==> config.mk <==
export PLATFORM = sky130hd
export DESIGN_NAME = pad_move_engine
export DESIGN_NICKNAME = d
export VERILOG_FILES = /design/src/rtl/lme_pkg.sv /design/src/rtl/lme_datapath.sv /design/src/rtl/lme_control.sv /design/src/rtl/pad_move_engine.sv
export SDC_FILE = /design/constraint.sdc
export NUM_CORES = 1
export LEC_CHECK = 0
export CORE_MARGIN = 2
export CORE_UTILIZATION = 45
export DETAILED_ROUTE_END_ITERATION = 12
export GPL_TIMING_DRIVEN = 0
export PLACE_DENSITY = 0.83
export SLEW_MARGIN = 5
export SYNTH_ARGS = -nofsm -noshare
export SYNTH_HDL_FRONTEND = slang
export SYNTH_SLANG_ARGS = --single-unit
==> constraint.sdc <==
create_clock -name clk -period 3.8 [get_ports clk]
set_clock_uncertainty 0.05 [all_clocks]
set_input_delay 0.38 -clock clk [delete_from_list [all_inputs] [get_ports clk]]
set_output_delay 0.38 -clock clk [all_outputs]
set_load 0.03 [all_outputs]
==> src/rtl/lme_pkg.sv <==
package lme_pkg;

  typedef enum logic [2:0] {
    S_IDLE,
    S_DECIDE,
    S_READ,
    S_WRITE,
    S_PAD,
    S_FINISH
  } moveState_t;

  // strobes from the sequencer to the datapath
  typedef struct packed {
    logic load;
    logic latchData;
    logic stepCopy;
    logic stepPad;
    logic useSrc;
    logic usePad;
    logic setStatus;
    logic setSpec;
  } dpCtrl_t;

endpackage

==> src/rtl/lme_datapath.sv <==
module lme_datapath
  import lme_pkg::*;
#(
  parameter int WORD_W = 32,
  parameter int ADDR_W = 24,
  parameter int DATA_W = 8,
  parameter int REGN_W = 4
) (
  input  logic              clk,
  input  logic              rstN,
  input  dpCtrl_t           ctrl,
  input  logic [REGN_W-1:0] dstRegNum,
  input  logic [REGN_W-1:0] srcRegNum,
  input  logic [WORD_W-1:0] dstAddrIn,
  input  logic [WORD_W-1:0] dstLenIn,
  input  logic [WORD_W-1:0] srcAddrIn,
  input  logic [WORD_W-1:0] srcLenIn,
  input  logic [DATA_W-1:0] memRdata,
  output logic              specBad,
  output logic              overlapBad,
  output logic              dstZero,
  output logic              dstLast,
  output logic              copyZero,
  output logic              copyLast,
  output logic [ADDR_W-1:0] memAddr,
  output logic [DATA_W-1:0] memWdata,
  output logic              specErr,
  output logic [1:0]        status,
  output logic [WORD_W-1:0] dstAddrOut,
  output logic [WORD_W-1:0] dstLenOut,
  output logic [WORD_W-1:0] srcAddrOut,
  output logic [WORD_W-1:0] srcLenOut
);

  localparam int HI_W = WORD_W - ADDR_W;
  localparam logic [ADDR_W-1:0] ONE = ADDR_W'(1);

  logic [ADDR_W-1:0] dstAddr, dstLen, srcAddr, srcLen, copyLeft;
  logic [DATA_W-1:0] padByte, dataByte;
  logic              regOdd;
  logic [1:0]        statusR, lenStatus;
  logic              specErrR;
  logic [ADDR_W-1:0] inDstLen, inSrcLen, offset;

  // bits that carry no meaning for the move
  logic unusedBits;
  assign unusedBits = ^{dstAddrIn[WORD_W-1:ADDR_W], dstLenIn[WORD_W-1:ADDR_W],
                        srcAddrIn[WORD_W-1:ADDR_W], dstRegNum[REGN_W-1:1],
                        srcRegNum[REGN_W-1:1]};

  assign inDstLen = dstLenIn[ADDR_W-1:0];
  assign inSrcLen = srcLenIn[ADDR_W-1:0];

  always_ff @(posedge clk or negedge rstN) begin
    if (!rstN) begin
      dstAddr  <= '0;
      dstLen   <= '0;
      srcAddr  <= '0;
      srcLen   <= '0;
      copyLeft <= '0;
      padByte  <= '0;
      dataByte <= '0;
      regOdd   <= 1'b0;
      statusR  <= 2'd0;
      specErrR <= 1'b0;
    end else begin
      if (ctrl.load) begin
        dstAddr  <= dstAddrIn[ADDR_W-1:0];
        dstLen   <= inDstLen;
        srcAddr  <= srcAddrIn[ADDR_W-1:0];
        srcLen   <= inSrcLen;
        copyLeft <= (inDstLen < inSrcLen) ? inDstLen : inSrcLen;
        padByte  <= srcLenIn[WORD_W-1 -: DATA_W];
        regOdd   <= dstRegNum[0] | srcRegNum[0];
        statusR  <= 2'd0;
        specErrR <= 1'b0;
      end
      if (ctrl.latchData) dataByte <= memRdata;
      if (ctrl.stepCopy) begin
        dstAddr  <= dstAddr + ONE;
        dstLen   <= dstLen - ONE;
        srcAddr  <= srcAddr + ONE;
        srcLen   <= srcLen - ONE;
        copyLeft <= copyLeft - ONE;
      end
      if (ctrl.stepPad) begin
        dstAddr <= dstAddr + ONE;
        dstLen  <= dstLen - ONE;
      end
      if (ctrl.setStatus) statusR <= overlapBad ? 2'd3 : lenStatus;
      if (ctrl.setSpec) specErrR <= 1'b1;
    end
  end

  // forward copy is harmful only when the destination starts inside the unread source
  assign offset     = dstAddr - srcAddr;
  assign overlapBad = (offset != '0) && (offset < copyLeft);

  always_comb begin
    if (dstLen == srcLen)     lenStatus = 2'd0;
    else if (dstLen < srcLen) lenStatus = 2'd1;
    else                      lenStatus = 2'd2;
  end

  assign specBad  = regOdd;
  assign dstZero  = (dstLen == '0);
  assign dstLast  = (dstLen == ONE);
  assign copyZero = (copyLeft == '0);
  assign copyLast = (copyLeft == ONE);

  assign memAddr  = ctrl.useSrc ? srcAddr : dstAddr;
  assign memWdata = ctrl.usePad ? padByte : dataByte;

  assign specErr    = specErrR;
  assign status     = statusR;
  assign dstAddrOut = {{HI_W{1'b0}}, dstAddr};
  assign dstLenOut  = {{HI_W{1'b0}}, dstLen};
  assign srcAddrOut = {{HI_W{1'b0}}, srcAddr};
  assign srcLenOut  = {{HI_W{1'b0}}, srcLen};


  pad_after_copy_chk: assert property (@(posedge clk) disable iff (!rstN)
    ctrl.stepPad |-> copyLeft == '0);

endmodule

==> src/rtl/lme_control.sv <==
module lme_control
  import lme_pkg::*;
(
  input  logic    clk,
  input  logic    rstN,
  input  logic    start,
  input  logic    memAck,
  input  logic    specBad,
  input  logic    overlapBad,
  input  logic    dstZero,
  input  logic    dstLast,
  input  logic    copyZero,
  input  logic    copyLast,
  output dpCtrl_t ctrl,
  output logic    memReq,
  output logic    memWe,
  output logic    busy,
  output logic    done
);

  moveState_t state, nxt;

  always_ff @(posedge clk or negedge rstN) begin
    if (!rstN) state <= S_IDLE;
    else       state <= nxt;
  end

  always_comb begin
    nxt  = state;
    ctrl = '0;
    case (state)
      S_IDLE: begin
        if (start) begin
          ctrl.load = 1'b1;
          nxt = S_DECIDE;
        end
      end
      S_DECIDE: begin
        if (specBad) begin
          ctrl.setSpec = 1'b1;
          nxt = S_FINISH;
        end else begin
          ctrl.setStatus = 1'b1;
          if (overlapBad || dstZero) nxt = S_FINISH;
          else if (copyZero)         nxt = S_PAD;
          else                       nxt = S_READ;
        end
      end
      S_READ: begin
        ctrl.useSrc = 1'b1;
        if (memAck) begin
          ctrl.latchData = 1'b1;
          nxt = S_WRITE;
        end
      end
      S_WRITE: begin
        if (memAck) begin
          ctrl.stepCopy = 1'b1;
          if (!copyLast)    nxt = S_READ;
          else if (dstLast) nxt = S_FINISH;
          else              nxt = S_PAD;
        end
      end
      S_PAD: begin
        ctrl.usePad = 1'b1;
        if (memAck) begin
          ctrl.stepPad = 1'b1;
          if (dstLast) nxt = S_FINISH;
        end
      end
      S_FINISH: nxt = S_IDLE;
      default:  nxt = S_IDLE;
    endcase
  end

  assign memReq = (state == S_READ) || (state == S_WRITE) || (state == S_PAD);
  assign memWe  = (state == S_WRITE) || (state == S_PAD);
  assign busy   = (state != S_IDLE);
  assign done   = (state == S_FINISH);

endmodule

==> src/rtl/pad_move_engine.sv <==
module pad_move_engine
  import lme_pkg::*;
#(
  parameter int WORD_W = 32,
  parameter int ADDR_W = 24,
  parameter int DATA_W = 8,
  parameter int REGN_W = 4
) (
  input  logic              clk,
  input  logic              rstN,
  input  logic              start,
  input  logic [REGN_W-1:0] dstRegNum,
  input  logic [REGN_W-1:0] srcRegNum,
  input  logic [WORD_W-1:0] dstAddrIn,
  input  logic [WORD_W-1:0] dstLenIn,
  input  logic [WORD_W-1:0] srcAddrIn,
  input  logic [WORD_W-1:0] srcLenIn,
  output logic              busy,
  output logic              done,
  output logic              specErr,
  output logic [1:0]        status,
  output logic [WORD_W-1:0] dstAddrOut,
  output logic [WORD_W-1:0] dstLenOut,
  output logic [WORD_W-1:0] srcAddrOut,
  output logic [WORD_W-1:0] srcLenOut,
  output logic              memReq,
  output logic              memWe,
  output logic [ADDR_W-1:0] memAddr,
  output logic [DATA_W-1:0] memWdata,
  input  logic [DATA_W-1:0] memRdata,
  input  logic              memAck
);

  dpCtrl_t ctrl;
  logic specBad, overlapBad, dstZero, dstLast, copyZero, copyLast;

  lme_control ctrl_i (
    .clk(clk), .rstN(rstN), .start(start), .memAck(memAck),
    .specBad(specBad), .overlapBad(overlapBad), .dstZero(dstZero),
    .dstLast(dstLast), .copyZero(copyZero), .copyLast(copyLast),
    .ctrl(ctrl), .memReq(memReq), .memWe(memWe), .busy(busy), .done(done)
  );

  lme_datapath #(
    .WORD_W(WORD_W), .ADDR_W(ADDR_W), .DATA_W(DATA_W), .REGN_W(REGN_W)
  ) dp_i (
    .clk(clk), .rstN(rstN), .ctrl(ctrl),
    .dstRegNum(dstRegNum), .srcRegNum(srcRegNum),
    .dstAddrIn(dstAddrIn), .dstLenIn(dstLenIn),
    .srcAddrIn(srcAddrIn), .srcLenIn(srcLenIn), .memRdata(memRdata),
    .specBad(specBad), .overlapBad(overlapBad), .dstZero(dstZero),
    .dstLast(dstLast), .copyZero(copyZero), .copyLast(copyLast),
    .memAddr(memAddr), .memWdata(memWdata), .specErr(specErr),
    .status(status), .dstAddrOut(dstAddrOut), .dstLenOut(dstLenOut),
    .srcAddrOut(srcAddrOut), .srcLenOut(srcLenOut)
  );


  req_hold_chk: assert property (@(posedge clk) disable iff (!rstN)
    (memReq && !memAck) |=> (memReq && $stable(memAddr) && $stable(memWe) && $stable(memWdata)));


  spec_no_access_chk: assert property (@(posedge clk) disable iff (!rstN)
    specErr |-> !memReq);


  overlap_no_access_chk: assert property (@(posedge clk) disable iff (!rstN)
    (status == 2'd3) |-> !memReq);


  len_drained_chk: assert property (@(posedge clk) disable iff (!rstN)
    (done && !specErr && status != 2'd3) |-> (dstLenOut == '0));

endmodule

==> flow_summary.json, run 1 <==
{
  "status": "complete, but fails checks",
  "violations": "negative setup slack",
  "swShare_pct": 45.0,
  "crit_chain": "inv_4, ha_4, fa_2, nor2b_4, o31a_1, buf_4, or3_4, and2_4, ha_1, a2111oi_4, a21oi_2, a2111o_1, a211oi_2, o31ai_4, a31oi_1",
  "root_buffer": "clkbuf_16",
  "vdd_ir_drop_max_mv": 0.516,
  "fin_nets": 2042,
  "startpoint_type": "flop",
  "mostFrequentLayoutCells": "251 x clkdlybuf4s50_1, 157 x nand2_1, 116 x dfrtp_1",
  "combPwrFrac_pct": 53.7,
  "p_clk_share_pct": 20.2,
  "slew_violations": 0,
  "min_from": "srcLenIn[25]",
  "relSlewSlack_pct": 26.4,
  "grt_pass1_vias": 13000,
  "yosys-top-cells-area": "dfrtp_1 30%, ha_1 11%, nand2_1 5.1%",
  "die_width_um": 166,
  "portBuffers": 252,
  "power.static_leakage_nw": 6.86,
  "synth_area_um2": 11800,
  "totalPowerFinal_mw": 8.51,
  "n_antenna_cell": 0,
  "cp_slowest_cell": "dfrtp_2",
  "stdcell_area_um2": 16300,
  "min_period_over_period_pct": 102,
  "vias_per_cell": 6.29,
  "yosysUniqueCellTypes": 77,
  "hold_class": "in -> reg",
  "synth-edff-count": 0,
  "die-area_um2": 27600,
  "cts.sinks": 143,
  "hold_viol_final": 0,
  "powerDensity_nw_per_um2": 523,
  "route.vias.total": 13500,
  "cts_tree": "yes",
  "drt_iter0_markers": 1564,
  "intPower_mw": 4.68,
  "power_frac_seq_pct": 26.2,
  "synth_top_flop_cell": "dfrtp_1",
  "min_period_ps": 3880,
  "track_usage_pct": 33.5,
  "hpwlAfterDp_um": 35100,
  "htreeDepth": 4,
  "cap_violations": 0,
  "endpoint_kind": "flop",
  "tns_ps": -270,
  "grt_pass1_wl_um": 72700,
  "startpoint": "dp_i.dstAddr[0]$_DFFE_PN0P_",
  "max_stage_delay_ps": 420,
  "rsz0062_at_grt": "yes",
  "pin_count": 315,
  "numCtsBuffers": 17,
  "worst_slew_pin_slew_ps": 1100,
  "yosys.area.top_type": "dfrtp_1",
  "dp_worst_setup_slack_ps": -558,
  "firstDrtPassIters": 5,
  "mostFrequentLayoutCell": "clkdlybuf4s50_1",
  "core_area_um2": 25900,
  "antenna_left": 0,
  "critPathMaxFanout": 5,
  "row_count": 59,
  "yosysTopAreaCellShare_pct": 30.3,
  "clkLatencyLatePin_ps": 450,
  "cts.path.max_buffers": 2,
  "crit_type": "reg -> reg",
  "start_util_pct": 45.6,
  "dpl_cell_area_um2": 14900,
  "drive_gt1_share_pct": 14.1,
  "grt_max_degree": 80,
  "final_cell_count_no_fill": 2140,
  "clk_pin_slew_ps": 70,
  "finalWorstSetupSlack_ps": -77.1,
  "required_ps": 4100,
  "finalWirelength_um": 48300,
  "wl_per_cell_um": 22.6,
  "r2r-start": "dp_i.dstAddr[0]$_DFFE_PN0P_",
  "setup_viol": 5,
  "fmax_ghz": 0.258,
  "cp.arrival_ps": 4180,
  "area_delta_synth_final_pct": 37.9,
  "route.detailed.drc": 0,
  "power.switching_mw": 3.83,
  "grt_overflow": 0,
  "postSynthCellCount": 1454,
  "yosys_warnings": 0,
  "die_y_um": 166,
  "antenna_found_initial": 0,
  "gp_congestion": 0.967,
  "place_inst": 2073,
  "ys_seq_area_share_pct": 30.3,
  "ys_seq_elements": 143,
  "synthArstFlopShare_pct": 100,
  "synth.avg_cell_area_um2": 8.12
}
[critical path: cells and delay by family (launching register included)]
kind	cells	cell delay, ps
buffers and inverters	2	260
DFF	1	420
and+or+nand+nor	3	580
adders and majority gates	3	590
AOI/OAI and AO/OA	7	1880
[sequential cells by signal, indices dropped and copies added (netlist names)]
register	flops
dp_i.dstAddr	24
dp_i.dstLen	24
dp_i.srcAddr	24
dp_i.specErr	1
dp_i.padByte	8
dp_i.copyLeft	24
ctrl_i.state	3
dp_i.srcLen	24
dp_i.specBad	1
dp_i.status	2
dp_i.dataByte	8
[path summary, 6_finish.rpt]
kind                                           endpoint  slack (ps)  cells after the start
hold reg to reg             dp_i.padByte[3]$_DFFE_PN0P_         430                      2
max in group asynchronous  dp_i.srcAddr[21]$_DFFE_PN0P_        2370                      3
min in group asynchronous  dp_i.dstAddr[11]$_DFFE_PN0P_         460                      2
setup reg to reg             dp_i.status[1]$_DFFE_PN0P_         -80                     15
setup / recovery             dp_i.status[1]$_DFFE_PN0P_         -80                     15
hold / removal              dp_i.padByte[1]$_DFFE_PN0P_         420                      3
[cell type report]
type | instances | area, um2
Tap cell | 335 | 419
Fill cell | 2105 | 9620
Buffer | 82 | 450
Sequential cell | 143 | 3610
Timing Repair Buffer | 294 | 2870
Clock buffer | 18 | 439
Clock inverter | 14 | 139
Inverter | 112 | 423
Multi-Input combinational cell | 1142 | 7940
[repair_timing]
action,4_1_cts,5_1_grt
hold endpoints to repair,64,0
setup endpoints to repair,17,19
hold buffers,1,0
pin swaps,35,25
setup buffers,26,14
gates resized for setup,81,46
[cell usage after synthesis (9+ instances only)]
cell	count
o21ai_0	95
and3_1	28
xnor2_1	17
nor3_1	37
nand3_1	64
inv_1	112
and2_1	14
a211oi_1	11
or3_1	13
a21oi_1	96
o211ai_1	42
dfrtp_1	143
mux2i_1	25
nand4_1	25
nor2b_1	13
ha_1	101
or4_1	10
o22ai_1	12
a31oi_1	9
nand2_1	159
o21a_1	12
nor2_1	108
clkbuf_1	49
buf_4	32
a21o_1	26
o311ai_0	22
nor4_1	16
a221o_1	15
mux2_2	33
[cell families (layout without fill, tap and decap cells)]
logic type,count (synthesis),after routing,synth area share (%)
other,1,32,0.0318
adders and majority gates,102,102,10.9
and+or+nand+nor,522,522,21.5
xor gates and xnor gates,21,21,1.56
DFF,143,143,30.3
buffers and inverters,200,520,7.54
AOI/OAI and AO/OA,407,407,22.9
muxes,58,58,5.27
[power by group through the flow]
| stage | Sequential [mW] | Combinational [mW] | Clock, mW |
|---|---|---|---|
| floorplan | 2.54 | 2.08 | 0 |
| global placement | 2.25 | 3.70 | 0 |
| detailed placement | 2.25 | 3.81 | 0 |
| CTS | 2.20 | 4.22 | 1.70 |
| global route | 2.26 | 4.88 | 1.77 |
| finish | 2.23 | 4.57 | 1.72 |
[through the flow]
step           hold WS (ps)  util, %
2_1_floorplan          34.4        -
3_3_place_gp            404     57.4
3_5_place_dp            378     57.5
4_1_cts                 422     61.8
5_1_grt                 426     62.9
6_report                420     62.9
[metal layers]
layer / share of wire, % / track usage, % / wire length [um] / vias to the layer above
met4: 6.3 / 18.6 / 3030 / 0
met2: 46 / 53.9 / 22000 / 938
li1: - / - / - / 5957
met1: 38 / 42.2 / 18100 / 6351
met5: 0 / 0 / 0 / -
met3: 11 / 6.98 / 5080 / 214
No activity file was read; power rests on OpenSTA's default activity.
==> run 2, diff against run 1 <==
==> constraint.sdc (replaced) <==
create_clock -name clk -period 3.8 [get_ports clk]
set_clock_uncertainty 0.05 [all_clocks]
set_input_delay 1.14 -clock clk [delete_from_list [all_inputs] [get_ports clk]]
set_output_delay 1.14 -clock clk [all_outputs]
set_load 0.03 [all_outputs]
==> run 2 against run 1 <==
Net effect: via count is 0.45% higher; register-to-register slack worse by 20 ps; core utilization is 0.42 points higher; clock power hardly changed; non-clock buffer count is 2 higher; die area stayed put; the run still ends with negative setup slack left; highest routed layer unchanged; final cell count is 0.14% higher.
==> flow_summary.json, run 2 (synthesis gave the netlist of run 1 again) <==
{
  "drt_iter0_markers": 1789,
  "min_period_over_period_pct": 103,
  "cts_tree": "yes",
  "cp_slowest_cell": "dfrtp_2",
  "core_area_um2": 25900,
  "max_stage_delay_ps": 430,
  "min_from": "dp_i.padByte[3]$_DFFE_PN0P_",
  "route.vias.total": 13500,
  "start_util_pct": 45.6,
  "dpl_cell_area_um2": 14900,
  "holdPathStages": 2,
  "rsz0062_at_grt": "yes",
  "root_buffer": "clkbuf_16",
  "pin_count": 315,
  "route.detailed.drc": 0,
  "status": "complete, but fails checks",
  "numCtsBuffers": 17,
  "grt_pass1_vias": 13100,
  "mostFrequentLayoutCell": "clkdlybuf4s50_1",
  "htreeDepth": 4,
  "power.static_leakage_nw": 7.02,
  "cap_violations": 0,
  "critPathTopFamily": "compound AO/OA/AOI/OAI gates",
  "grt_max_degree": 80,
  "startpoint": "dp_i.dstAddr[0]$_DFFE_PN0P_",
  "antenna_found_initial": 1,
  "portBuffers": 252,
  "track_usage_pct": 33.6,
  "die_width_um": 166,
  "grt_pass1_wl_um": 73000,
  "hold_viol_final": 0,
  "clk_pin_slew_ps": 70,
  "cp.arrival_ps": 4230,
  "hold_class": "reg -> reg",
  "setup_viol": 6,
  "crit_type": "reg -> reg",
  "cts.path.max_buffers": 2,
  "finalWirelength_um": 48600,
  "min_period_ps": 3900,
  "fmax_ghz": 0.257,
  "slew_violations": 0,
  "final_cell_count_no_fill": 2143,
  "place_inst": 2073,
  "cts.sinks": 143,
  "stdcell_area_um2": 16400,
  "drive_gt1_share_pct": 15.2,
  "cp_num_cells": 16,
  "crit_chain": "inv_4, ha_4, fa_2, nor2b_4, o31a_1, buf_4, or3_4, and2_4, ha_1, a2111oi_4, a21oi_2, a2111o_1, a211oi_2, o31ai_4, nand3_2, a311o_1",
  "relSlewSlack_pct": 28.1,
  "firstDrtPassIters": 6,
  "clkLatencyLatePin_ps": 450,
  "finalWorstSetupSlack_ps": -97.1,
  "r2r-start": "dp_i.dstAddr[0]$_DFFE_PN0P_",
  "critPathBufInv": 2,
  "mostFrequentLayoutCells": "222 x clkdlybuf4s50_1, 157 x nand2_1, 117 x dfrtp_1",
  "gp_congestion": 0.967,
  "hpwlAfterDp_um": 35100,
  "row_count": 59,
  "critPathMaxFanout": 5,
  "antenna_left": 0,
  "powerDensity_nw_per_um2": 521,
  "num-fill-cells": 2099,
  "fin_nets": 2044,
  "wl_per_cell_um": 22.7,
  "endpoint_kind": "flop",
  "rr_worst_depth": 16,
  "area_delta_synth_final_pct": 38.8,
  "required_ps": 4130,
  "worst_slew_pin_slew_ps": 1080,
  "grt_overflow": 0,
  "vias_per_cell": 6.31,
  "die_y_um": 166,
  "die-area_um2": 27600,
  "startpoint_type": "flop",
  "vdd_ir_drop_max_mv": 0.520,
  "violations": "negative setup slack"
}
run 2: cell count changes in the layout (fill, tap and decap cells not counted), sizes merged:
cell           previous run  this run
clkbuf                   64        61
dlygate4sd2               0        27
dlygate4sd3               1         0
diode                     0         1
clkdlybuf4s50           251       222
dlymetal6s2s              0         2
buf                      78        84
run 2: report_power, final:
group / internal [mW] / switching [mW] / leakage, nW
Clock: 0.893 / 0.830 / 0.289
Combinational: 1.98 / 2.61 / 5.04
Sequential: 1.80 / 0.430 / 1.69
run 2: through the flow:
step	hold slack (ps)	setup TNS [ps]	util (%)	worst slack (ps)	total power, mW
2_1_floorplan	390	0	-	8.52	4.62
6_report	427	-422	63.3	-97.1	8.54
3_5_place_dp	408	-53700	57.5	-1320	6.06
4_1_cts	425	-268	62.1	-73.0	8.12
3_3_place_gp	404	-685140	57.4	-4980	5.94
5_1_grt	449	-1030	63.3	-230	8.91
run 2: what timing repair did:
action                     4_1_cts  5_1_grt
buffers inserted                31       14
resized for setup              129       54
gates cloned                     0        0
setup endpoints to repair       74       40
pin swaps                       41       29
hold buffers                     0        0
run 2: area by class of cell:
type | count | area (um2) | share of cell area [%]
Tap cell | 335 | 419 | 2.56
Buffer | 80 | 479 | 2.92
Sequential cell | 143 | 3610 | 22.0
Timing Repair Buffer | 298 | 2880 | 17.6
Clock inverter | 14 | 139 | 0.847
Inverter | 112 | 423 | 2.58
Clock buffer | 18 | 439 | 2.68
Multi-Input combinational cell | 1142 | 8000 | 48.8
Antenna cell | 1 | 2.50 | 0.0153
run 2: final timing paths:
path	endpoint	slack (ps)
setup reg to reg	ctrl_i.state[2]$_DFFE_PN0P_	-100
min in group asynchronous	dp_i.dstAddr[11]$_DFFE_PN0P_	640
setup / recovery	ctrl_i.state[2]$_DFFE_PN0P_	-100
hold / removal	dp_i.padByte[3]$_DFFE_PN0P_	430
hold reg to reg	dp_i.padByte[3]$_DFFE_PN0P_	430
max in group asynchronous	dp_i.srcLen[21]$_DFFE_PN0P_	2180
run 2: metal layers:
layer | routed length (um) | GRT usage (%)
met1 | 18200 | 42.0
met3 | 5120 | 7.03
met5 | 0 | 0
met4 | 2970 | 20.2
met2 | 22400 | 53.7
run 2: worst min-delay path, cell delays in order, from the launching register on:
cell and delay [ps]:
dfrtp_1 340, nand2_1 50, nand2_1 50
